<file path="config.mk">
export PLATFORM = sky130hd
export DESIGN_NAME = dec_avg_top
export DESIGN_NICKNAME = d
export VERILOG_FILES = /design/src/rtl/dec_avg_pkg.sv /design/src/rtl/dec_cic_pow2.sv /design/src/rtl/dec_mov_avg.sv /design/src/rtl/dec_avg_top.sv
export SDC_FILE = /design/constraint.sdc
export NUM_CORES = 2
export LEC_CHECK = 0
export CAP_MARGIN = 20
export CORE_UTILIZATION = 59
export CTS_CLUSTER_DIAMETER = 30
export DETAILED_ROUTE_END_ITERATION = 10
export PLACE_DENSITY = 0.86
export SKIP_CTS_REPAIR_TIMING = 1
export SYNTH_ARGS = -nofsm -noshare
export SYNTH_HDL_FRONTEND = slang
export SYNTH_SLANG_ARGS = --single-unit
</file>
<file path="constraint.sdc">
create_clock -name clk -period 15.7 [get_ports clk]
set_input_delay 3.14 -clock clk [delete_from_list [all_inputs] [get_ports clk]]
set_output_delay 3.14 -clock clk [all_outputs]
set_load 0.05 [all_outputs]
</file>
<file path="src/rtl/dec_avg_pkg.sv">
package dec_avg_pkg;

  // Smallest m with m*l >= 2^k; floor(n*m / 2^k) == floor(n / l)
  // for every 0 <= n < 2^(k - ceil(log2 l)).
  function automatic longint unsigned recip_ceil(input int unsigned l, input int unsigned k);
    longint unsigned one_k;
    one_k = 64'(1) << k;
    return (one_k + 64'(l) - 64'(1)) / 64'(l);
  endfunction

  // Averaging length with the zero code mapped to one.
  function automatic int unsigned len_eff(input int unsigned l);
    return (l == 0) ? 1 : l;
  endfunction

endpackage

</file>
<file path="src/rtl/dec_cic_pow2.sv">
module dec_cic_pow2 #(
  parameter int DIN_W = 16,
  parameter int EXP_W = 4
) (
  input  logic                    clk,
  input  logic                    rst_n,
  input  logic                    in_valid,
  input  logic signed [DIN_W-1:0] in_data,
  input  logic [EXP_W-1:0]        exp_i,
  output logic                    dec_valid,
  output logic signed [DIN_W-1:0] dec_data
);
  localparam int MAX_EXP = (1 << EXP_W) - 1;
  localparam int ACC_W   = DIN_W + MAX_EXP;
  localparam int CNT_W   = MAX_EXP;

  logic signed [ACC_W-1:0] integ_q, ref_q, integ_nxt, comb;
  logic [CNT_W-1:0]        cnt_q;
  logic [EXP_W-1:0]        exp_q;

  function automatic logic [CNT_W-1:0] ratio_mask(input logic [EXP_W-1:0] e);
    return ~({CNT_W{1'b1}} << e);
  endfunction

  function automatic logic signed [DIN_W-1:0] norm_shift(input logic signed [ACC_W-1:0] s,
                                                         input logic [EXP_W-1:0] e);
    logic signed [ACC_W-1:0] t;
    t = s >>> e;
    return t[DIN_W-1:0];
  endfunction

  // Named events for the checks below.
  wire exp_chg  = (exp_i != exp_q);
  wire take     = in_valid & ~exp_chg;
  wire blk_end  = take & (cnt_q == ratio_mask(exp_q));
  wire unit_evt = take & (exp_q == '0);

  always_comb begin
    integ_nxt = integ_q + ACC_W'(in_data);
    comb      = integ_nxt - ref_q;
  end

  always_ff @(posedge clk or negedge rst_n) begin
    if (!rst_n) begin
      integ_q   <= '0;
      ref_q     <= '0;
      cnt_q     <= '0;
      exp_q     <= '0;
      dec_valid <= 1'b0;
      dec_data  <= '0;
    end else if (exp_chg) begin
      exp_q     <= exp_i;
      integ_q   <= '0;
      ref_q     <= '0;
      cnt_q     <= '0;
      dec_valid <= 1'b0;
    end else begin
      dec_valid <= blk_end;
      if (take) begin
        integ_q <= integ_nxt;
        cnt_q   <= blk_end ? '0 : cnt_q + CNT_W'(1);
        if (blk_end) begin
          ref_q    <= integ_nxt;
          dec_data <= norm_shift(comb, exp_q);
        end
      end
    end
  end

  a_r2_result_needs_input: assert property (@(posedge clk) disable iff (!rst_n)
    dec_valid |-> $past(in_valid));
  a_r4_unit_ratio_passes: assert property (@(posedge clk) disable iff (!rst_n)
    unit_evt |=> (dec_valid && dec_data == $past(in_data)));
  a_r5_change_flushes: assert property (@(posedge clk) disable iff (!rst_n)
    exp_chg |=> !dec_valid);

endmodule

</file>
<file path="src/rtl/dec_mov_avg.sv">
module dec_mov_avg #(
  parameter int DIN_W = 16,
  parameter int LEN_W = 4
) (
  input  logic                    clk,
  input  logic                    rst_n,
  input  logic                    in_valid,
  input  logic signed [DIN_W-1:0] in_data,
  input  logic [LEN_W-1:0]        len_i,
  output logic                    avg_valid,
  output logic signed [DIN_W-1:0] avg_data
);
  import dec_avg_pkg::*;

  localparam int MAX_LEN = (1 << LEN_W) - 1;
  localparam int SUM_W   = DIN_W + LEN_W;
  localparam int K       = SUM_W + LEN_W;
  localparam int RCP_W   = K + 1;
  localparam int PRD_W   = SUM_W + RCP_W;

  logic signed [DIN_W-1:0] hist [0:MAX_LEN-1];
  logic signed [SUM_W-1:0] sum_q, sum_nxt;
  logic [LEN_W-1:0]        fill_q, fill_nxt, len_q, leff;
  logic [RCP_W-1:0]        rcp_tab [0:MAX_LEN];
  logic signed [DIN_W-1:0] drop, quot;
  logic [SUM_W-1:0]        mag, q_mag;
  logic [PRD_W-1:0]        prod;
  logic                    neg;

  for (genvar g = 0; g <= MAX_LEN; g++) begin : g_rcp
    assign rcp_tab[g] = RCP_W'(recip_ceil(len_eff(g), K));
  end

  wire len_chg  = (len_i != len_q);
  wire take     = in_valid & ~len_chg;
  wire win_full = (fill_q == leff);

  always_comb begin
    leff     = LEN_W'(len_eff(32'(len_q)));
    drop     = win_full ? hist[leff - LEN_W'(1)] : '0;
    sum_nxt  = sum_q + SUM_W'(in_data) - SUM_W'(drop);
    fill_nxt = win_full ? fill_q : fill_q + LEN_W'(1);
    neg      = sum_nxt[SUM_W-1];
    mag      = neg ? (SUM_W'(-sum_nxt) + SUM_W'(leff - LEN_W'(1))) : SUM_W'(sum_nxt);
    prod     = PRD_W'(mag) * PRD_W'(rcp_tab[leff]);
    q_mag    = SUM_W'(prod >> K);
    quot     = neg ? DIN_W'(-q_mag) : DIN_W'(q_mag);
  end

  always_ff @(posedge clk or negedge rst_n) begin
    if (!rst_n) begin
      for (int i = 0; i < MAX_LEN; i++) hist[i] <= '0;
      sum_q     <= '0;
      fill_q    <= '0;
      len_q     <= '0;
      avg_valid <= 1'b0;
      avg_data  <= '0;
    end else if (len_chg) begin
      len_q     <= len_i;
      sum_q     <= '0;
      fill_q    <= '0;
      avg_valid <= 1'b0;
    end else begin
      avg_valid <= take & (fill_nxt == leff);
      if (take) begin
        hist[0] <= in_data;
        for (int i = 1; i < MAX_LEN; i++) hist[i] <= hist[i-1];
        sum_q    <= sum_nxt;
        fill_q   <= fill_nxt;
        avg_data <= quot;
      end
    end
  end

  a_r6_avg_needs_input: assert property (@(posedge clk) disable iff (!rst_n)
    avg_valid |-> $past(in_valid));
  a_r7_window_full: assert property (@(posedge clk) disable iff (!rst_n)
    avg_valid |-> (fill_q == leff));
  a_r7_len_change_drops: assert property (@(posedge clk) disable iff (!rst_n)
    len_chg |=> !avg_valid);
  a_r8_fill_bounded: assert property (@(posedge clk) disable iff (!rst_n)
    fill_q <= leff);

endmodule

</file>
<file path="src/rtl/dec_avg_top.sv">
module dec_avg_top #(
  parameter int DIN_W = 16,
  parameter int EXP_W = 4,
  parameter int LEN_W = 4
) (
  input  logic                    clk,
  input  logic                    rst_n,
  input  logic                    in_valid,
  input  logic signed [DIN_W-1:0] in_data,
  input  logic [EXP_W-1:0]        dec_exp,
  input  logic [LEN_W-1:0]        avg_len,
  input  logic                    avg_sel,
  output logic                    out_valid,
  output logic signed [DIN_W-1:0] out_data
);
  logic                    dec_v, avg_v;
  logic signed [DIN_W-1:0] dec_d, avg_d;

  dec_cic_pow2 #(.DIN_W(DIN_W), .EXP_W(EXP_W)) u_cic (
    .clk(clk), .rst_n(rst_n), .in_valid(in_valid), .in_data(in_data),
    .exp_i(dec_exp), .dec_valid(dec_v), .dec_data(dec_d)
  );

  dec_mov_avg #(.DIN_W(DIN_W), .LEN_W(LEN_W)) u_avg (
    .clk(clk), .rst_n(rst_n), .in_valid(dec_v), .in_data(dec_d),
    .len_i(avg_len), .avg_valid(avg_v), .avg_data(avg_d)
  );

  assign out_valid = avg_sel ? avg_v : dec_v;
  assign out_data  = avg_sel ? avg_d : dec_d;

endmodule

</file>
# Yosys cells after proc, flatten, opt, wreduce, memory -nomap -nowiden
# Memories as Yosys holds them, arrays and structs flattened.
# Cells that the tools add are included.
# op_classes
n_addsub,11
multipliers,1
div,0
order_cmp,2
n_eq_ne,5
shift,2
n_mux,26
bitwise_logic,9
reduce_logical,7
# op_table
op,count
31-bit 2-to-1 mux,5
16-bit 2-to-1 mux,5
16-bit binary-select mux with 4-bit select,1
20-bit 2-to-1 mux,3
25-bit 2-to-1 mux,2
15-bit 2-to-1 mux,3
20-bit by 25-bit multiplier with 40-bit output,1
31-bit by 16-bit adder with 31-bit output,1
31-bit by 4-bit >>> shifter with 16-bit output,1
31-bit subtractor,1
20-bit by 16-bit adder with 20-bit output,1
20-bit adder,1
20-bit negator,1
20-bit by 16-bit subtractor with 20-bit output,1
4-bit 2-to-1 mux,4
16-bit negator,1
"15-bit by 1-bit adder with 15-bit output, second input constant",1
15-bit equality test,1
15-bit inverter,1
"15-bit by 4-bit << shifter with 15-bit output, first input constant",1
"5-bit >= comparator, second input constant",2
4-bit inverter with 5-bit output,2
4-bit equality test,2
4-bit inequality test,2
other kinds (10),19
# word_totals
register_bits,383
latchBits,0
ram_bits,0
romBits,400
n_memories,1
# mem_list
memory,depth,word_bits,read_ports,rd_clocked_by_memory_dff,write_ports,line_no,text
(name not given),16,25,1,0,0,dec_mov_avg.sv:45,prod = PRD_W'(mag) * PRD_W'(rcp_tab[leff]);

# Depth between registers and ports, before layout
# depth
depth_word,15
mapped_depth,69

# Cells and area by module
# Synthesis repeated with hierarchy kept, for this count alone.
# hier_totals
cells_unflattened,4493
hier_area_um2,40420.0
# by_module_without_submodules
mod,instances,cells_each,area_per_inst_um2
dec_mov_avg,1,3395,31250.0
dec_cic_pow2,1,1079,8909.8
dec_avg_top,1,19,260.2

# Worst setup path before layout
# No wires, ideal clock.
# synth_timing
path_kind,flip-flop to flip-flop
startpoint,reg u_avg.len_q[3]
endpoint,reg u_avg.avg_data[12]
t_arrival_ns,15.604
required_time_ns,15.575
setup_slack_ns,-0.029
stages_incl_launch_ff,65
path_cell_list,dfrtp_1 clkbuf_1 or3_1 clkbuf_1 nand2b_1 clkbuf_1 clkinv_1 clkbuf_1 buf_1 clkbuf_1 ha_1 inv_1 ha_1 clkbuf_1 buf_1 clkbuf_1 a31oi_1 o21ai_0 [29 not listed] inv_1 fa_1 inv_1 ha_1 a21o_1 a21oi_1 o21ai_0 a211oi_1 or4b_2 a21oi_1 nor2_1 xor2_1 or3_1 buf_2 nor4_2 a41oi_1 xnor2_1 mux2_2
# synth_between
elab_chain_len,15
# synth_rtl
item,line_no,text
"start, declared",dec_mov_avg.sv:23,"logic [LEN_W-1:0] fill_q, fill_nxt, len_q, leff;"
"start signal, assigned",dec_mov_avg.sv:59,len_q <= len_i;
4-bit logical NOT,dec_avg_pkg.sv:13,return (l == 0) ? 1 : l;
4-bit 2-to-1 mux,dec_avg_pkg.sv:13,
4-bit by 1-bit subtractor with 4-bit output,dec_mov_avg.sv:40,drop = win_full ? hist[leff - LEN_W'(1)] : '0;
4-bit inverter with 5-bit output (implied by the code),dec_mov_avg.sv:40,
16-bit binary-select mux with 4-bit select,dec_mov_avg.sv:40,
16-bit 2-to-1 mux (implied by the code) (2 in series),dec_mov_avg.sv:40,
16-bit 2-to-1 mux,dec_mov_avg.sv:40,
20-bit by 16-bit subtractor with 20-bit output,dec_mov_avg.sv:41,sum_nxt = sum_q + SUM_W'(in_data) - SUM_W'(drop);
20-bit negator,dec_mov_avg.sv:44,mag = neg ? (SUM_W'(-sum_nxt) + SUM_W'(leff - LEN_W'(1))) : SUM_W'(sum_nxt);
20-bit adder,dec_mov_avg.sv:44,
20-bit 2-to-1 mux,dec_mov_avg.sv:44,
20-bit by 25-bit multiplier with 40-bit output,dec_mov_avg.sv:45,
16-bit negator,dec_mov_avg.sv:47,quot = neg ? DIN_W'(-q_mag) : DIN_W'(q_mag);
16-bit 2-to-1 mux,dec_mov_avg.sv:47,
"end signal, assigned",dec_mov_avg.sv:70,avg_data <= quot;
"end, declared",dec_mov_avg.sv:11,output logic signed [DIN_W-1:0] avg_data
# Several ways; a longest one is shown, not always the timed one. The select of a mux whose other input is x is not followed.
# A chain may end at the register's enable or synchronous reset.

# Final worst setup path
# layout_timing
startpoint,reg u_avg.len_q[1]
endpoint,reg u_avg.avg_data[12]
# Same word-level chain as after synthesis.

==> results.tsv <==
stage	metric	value	unit
cells_and_area	drive_gt1_share	13.8	%
die	die_area	0.0679	sq mm
power_and_ir_drop	leakage	21.3	nW
routing	vias	32100	
sta	worst_slew_pin_slew	1.33	ns
power_and_ir_drop	vdd_drop_max	0.362	mV
yosys	synth_edf_count	0	
critical_path	cp.required	16.20	ns
global_routing	grtUsageTotal	35.3	%
outcome	status	complete, but fails checks	
place	io_buffers	44	
yosys	async_reset_ff_share	100	%
power_and_ir_drop	p_total	0.00902	W
cells_and_area	final_core_util	66.5	%
critical_path	critical_path.most_common_cell	fa_1	
yosys	syn_nets	4855	
yosys	yosysSeqAreaShare	24.3	%
power_and_ir_drop	switching_share	51.4	%
global_routing	antenna_found_initial	2	
die	core	0.0660	sq mm
power_and_ir_drop	intPower	0.00438	W
critical_path	critPathLaunchType	flop	
die	row_count	94	
power_and_ir_drop	p_comb_share	69.1	%
clock_tree	clockBufferDepth	3	
die	initial_core_util	59.8	%
die	die_w	261	microns
outcome	violations	DRC	
routing	first_pass_iters	11	
routing	viasPerCell	6.29	
sta	finalSetupViolCount	0	
die	top_level_ports	45	
power_and_ir_drop	p_per_area	206	mW/mm^2
critical_path	worst_path_max_delay_cell	xnor2_1	
cells_and_area	final_cell_mix	610 x inv_1, 515 x nand2_1, 423 x fa_1, 383 x dfrtp_1, 315 x nor2_1	
routing	drc	2	
yosys	synth_warnings	0	
power_and_ir_drop	pwr-share-seq	11.0	%
clock_tree	cts_made_buffers	76	
power_and_ir_drop	clkPwrFrac	19.9	%
yosys	post_synth.cell_area_avg	9.44	sq um
global_routing	grt_max_degree	117	
routing	drt_iter0_drc	3601	
place	hpwl	83200	microns
routing	route.antenna.remaining_nets	0	
yosys	synth_area	0.0395	sq mm
cells_and_area	final_common_cell	inv_1	
critical_path	critPathKind	flop to flop	
critical_path	r2r_cells	51	
sta	tns	0	ns
routing	avgRoutedWirePerCell	23.2	microns
sta	relSlewSlack	10.5	%
sta	rsz0062_at_grt	no	
critical_path	path_max_fanout	22	
routing	drt_wl_total	118000	microns
sta	hold_viol	0	
sta	clock_skew	0.0235	ns
sta	drv_slew	0	
critical_path	slowest_delay	0.77	ns
min_path	min_path_cells	2	
cells_and_area	fin_nets	4848	
yosys	syn-instance-count	4181	
sta	min_period_over_period	96.9	%
critical_path	critical_path_arrival	15.72	ns
critical_path	end_kind	flop	
sta	finalCriticalPeriod	15.22	ns
sta	whs	0.484	ns
global_routing	grt_pass1_vias	33400	
global_routing	grt_pass1_wl	184000	microns
power_and_ir_drop	p_sw	0.00463	W
yosys	synth-seq-cells	383	
clock_tree	clk_pin_slew	0.05	ns
cells_and_area	num_antenna_cells	0	
run	maxCapViolCount	0	
place	gp_routability_congestion	1.09	
yosys	synthFlopType	dfrtp_1	
clock_tree	clkLatencyLatePin	0.62	ns
die	die_h	261	microns
clock_tree	cts_num_sinks	383	
clock_tree	root_buffer	clkbuf_16	
clock_tree	htreeDepth	3	
cells_and_area	areaGrowthSynthToFinish	11.1	%
global_routing	grt-ovfl-total	0	
min_path	min_path_type	flop to flop	
sta	max_freq	65.7	MHz
yosys	post_synth_num_cell_types	98	
clock_tree	cts_tree	done	
-- per-layer routing --
metal  track usage [%]  vias to the layer above  part of all wire [%]
li1                  -                    13800                     -
met1              41.7                    15700                    35
met2              56.9                     1931                    46
met3              9.12                      618                    11
met4              23.7                        4                   8.2
met5                 0                        -                 0.025
-- stage by stage --
step / cell area, sq um / instances / setup slack [ns]
floorplan: 39500 / 4181 / 0.175
global placement: 40900 / 4954 / 0.750
detailed placement: 40900 / 4955 / 0.360
CTS: 43700 / 5095 / 0.209
global route: 43900 / 5100 / 0.00591
finish: 43900 / 5100 / 0.480
-- critical path, delay by kind of cell, from the launching register on --
family                     cells  cell delay, ns
AOI/OAI and AO/OA             12            2.48
xor gates and xnor gates       4            1.57
adders and majority gates     14            5.98
buffers and inverters          8            0.95
DFF                            1            0.37
muxes                          2            0.60
and+or+nand+nor               11            3.15
-- kinds of logic after synthesis --
group	after synthesis	share of synthesized area [%]
and+or+nand+nor	1134	12.7
adders and majority gates	646	28.5
DFF	383	24.3
AOI/OAI and AO/OA	657	10.8
buffers and inverters	830	7.94
muxes	378	12.2
xor gates and xnor gates	153	3.56
-- synth_stat cells (20+ instances only) --
master | count | area (sq um)
o21bai_1 | 20 | 150
nand4_1 | 22 | 138
a21o_1 | 55 | 413
and3_1 | 22 | 138
nand3_1 | 60 | 300
nand2_1 | 516 | 1940
o31ai_1 | 35 | 263
a21oi_1 | 168 | 841
buf_1 | 24 | 90.1
dfrtp_1 | 383 | 9580
a31oi_1 | 28 | 175
nor2_1 | 316 | 1190
ha_1 | 223 | 2790
o21ai_0 | 154 | 771
o21a_1 | 30 | 225
nand2b_1 | 24 | 150
xor2_1 | 57 | 499
nor3_1 | 34 | 170
mux2_2 | 240 | 2700
mux2i_1 | 80 | 801
xnor2_1 | 90 | 788
clkbuf_1 | 186 | 698
mux4_2 | 58 | 1310
nor2b_1 | 20 | 125
fa_1 | 423 | 8470
a211oi_1 | 42 | 315
and2_1 | 47 | 294
inv_1 | 610 | 2290
-- final cells by class --
type                            count  area [sq um]
Clock buffer                       88          2010
Clock inverter                     52           820
Fill cell                        4738         22100
Inverter                          616          2310
Multi-Input combinational cell   2968         26900
Sequential cell                   383          9580
Tap cell                          864          1080
Timing Repair Buffer              129          1140
-- flip-flops by register name, summed over array words and instances (netlist names), 15 cells and up --
signal / flops
u_avg.hist: 240
u_cic.integ_q: 31
u_cic.ref_q: 31
u_avg.sum_q: 20
u_avg.avg_data: 16
u_cic.dec_data: 16
u_cic.cnt_q: 15
-- power by group through the flow --
stage / clock network [W] / registers, W / logic, W
6_report: 0.00179 / 0.000993 / 0.00623
5_1_grt: 0.00185 / 0.000993 / 0.00667
4_1_cts: 0.00180 / 0.000993 / 0.00598
3_5_place_dp: 0 / 0.00101 / 0.00588
3_3_place_gp: 0 / 0.00101 / 0.00577
2_1_floorplan: 0 / 0.00101 / 0.00413
-- final timing paths --
| check | startpoint | end | slack, ns |
|---|---|---|---|
| min in group asynchronous | rst_n | u_cic.integ_q[11]$_DFFE_PN0P_ | 2.52 |
| hold reg to reg | u_cic.dec_data[6]$_DFFE_PN0P_ | u_cic.dec_data[6]$_DFFE_PN0P_ | 0.48 |
| hold / removal | u_cic.dec_data[6]$_DFFE_PN0P_ | u_cic.dec_data[6]$_DFFE_PN0P_ | 0.48 |
| max in group asynchronous | rst_n | u_avg.hist[182]$_DFFE_PN0P_ | 10.32 |
| setup / recovery | u_avg.len_q[1]$_DFFE_PN0N_ | u_avg.avg_data[12]$_DFFE_PN0P_ | 0.48 |
| setup reg to reg | u_avg.len_q[1]$_DFFE_PN0N_ | u_avg.avg_data[12]$_DFFE_PN0P_ | 0.48 |
(Power assumes the default switching activity.)
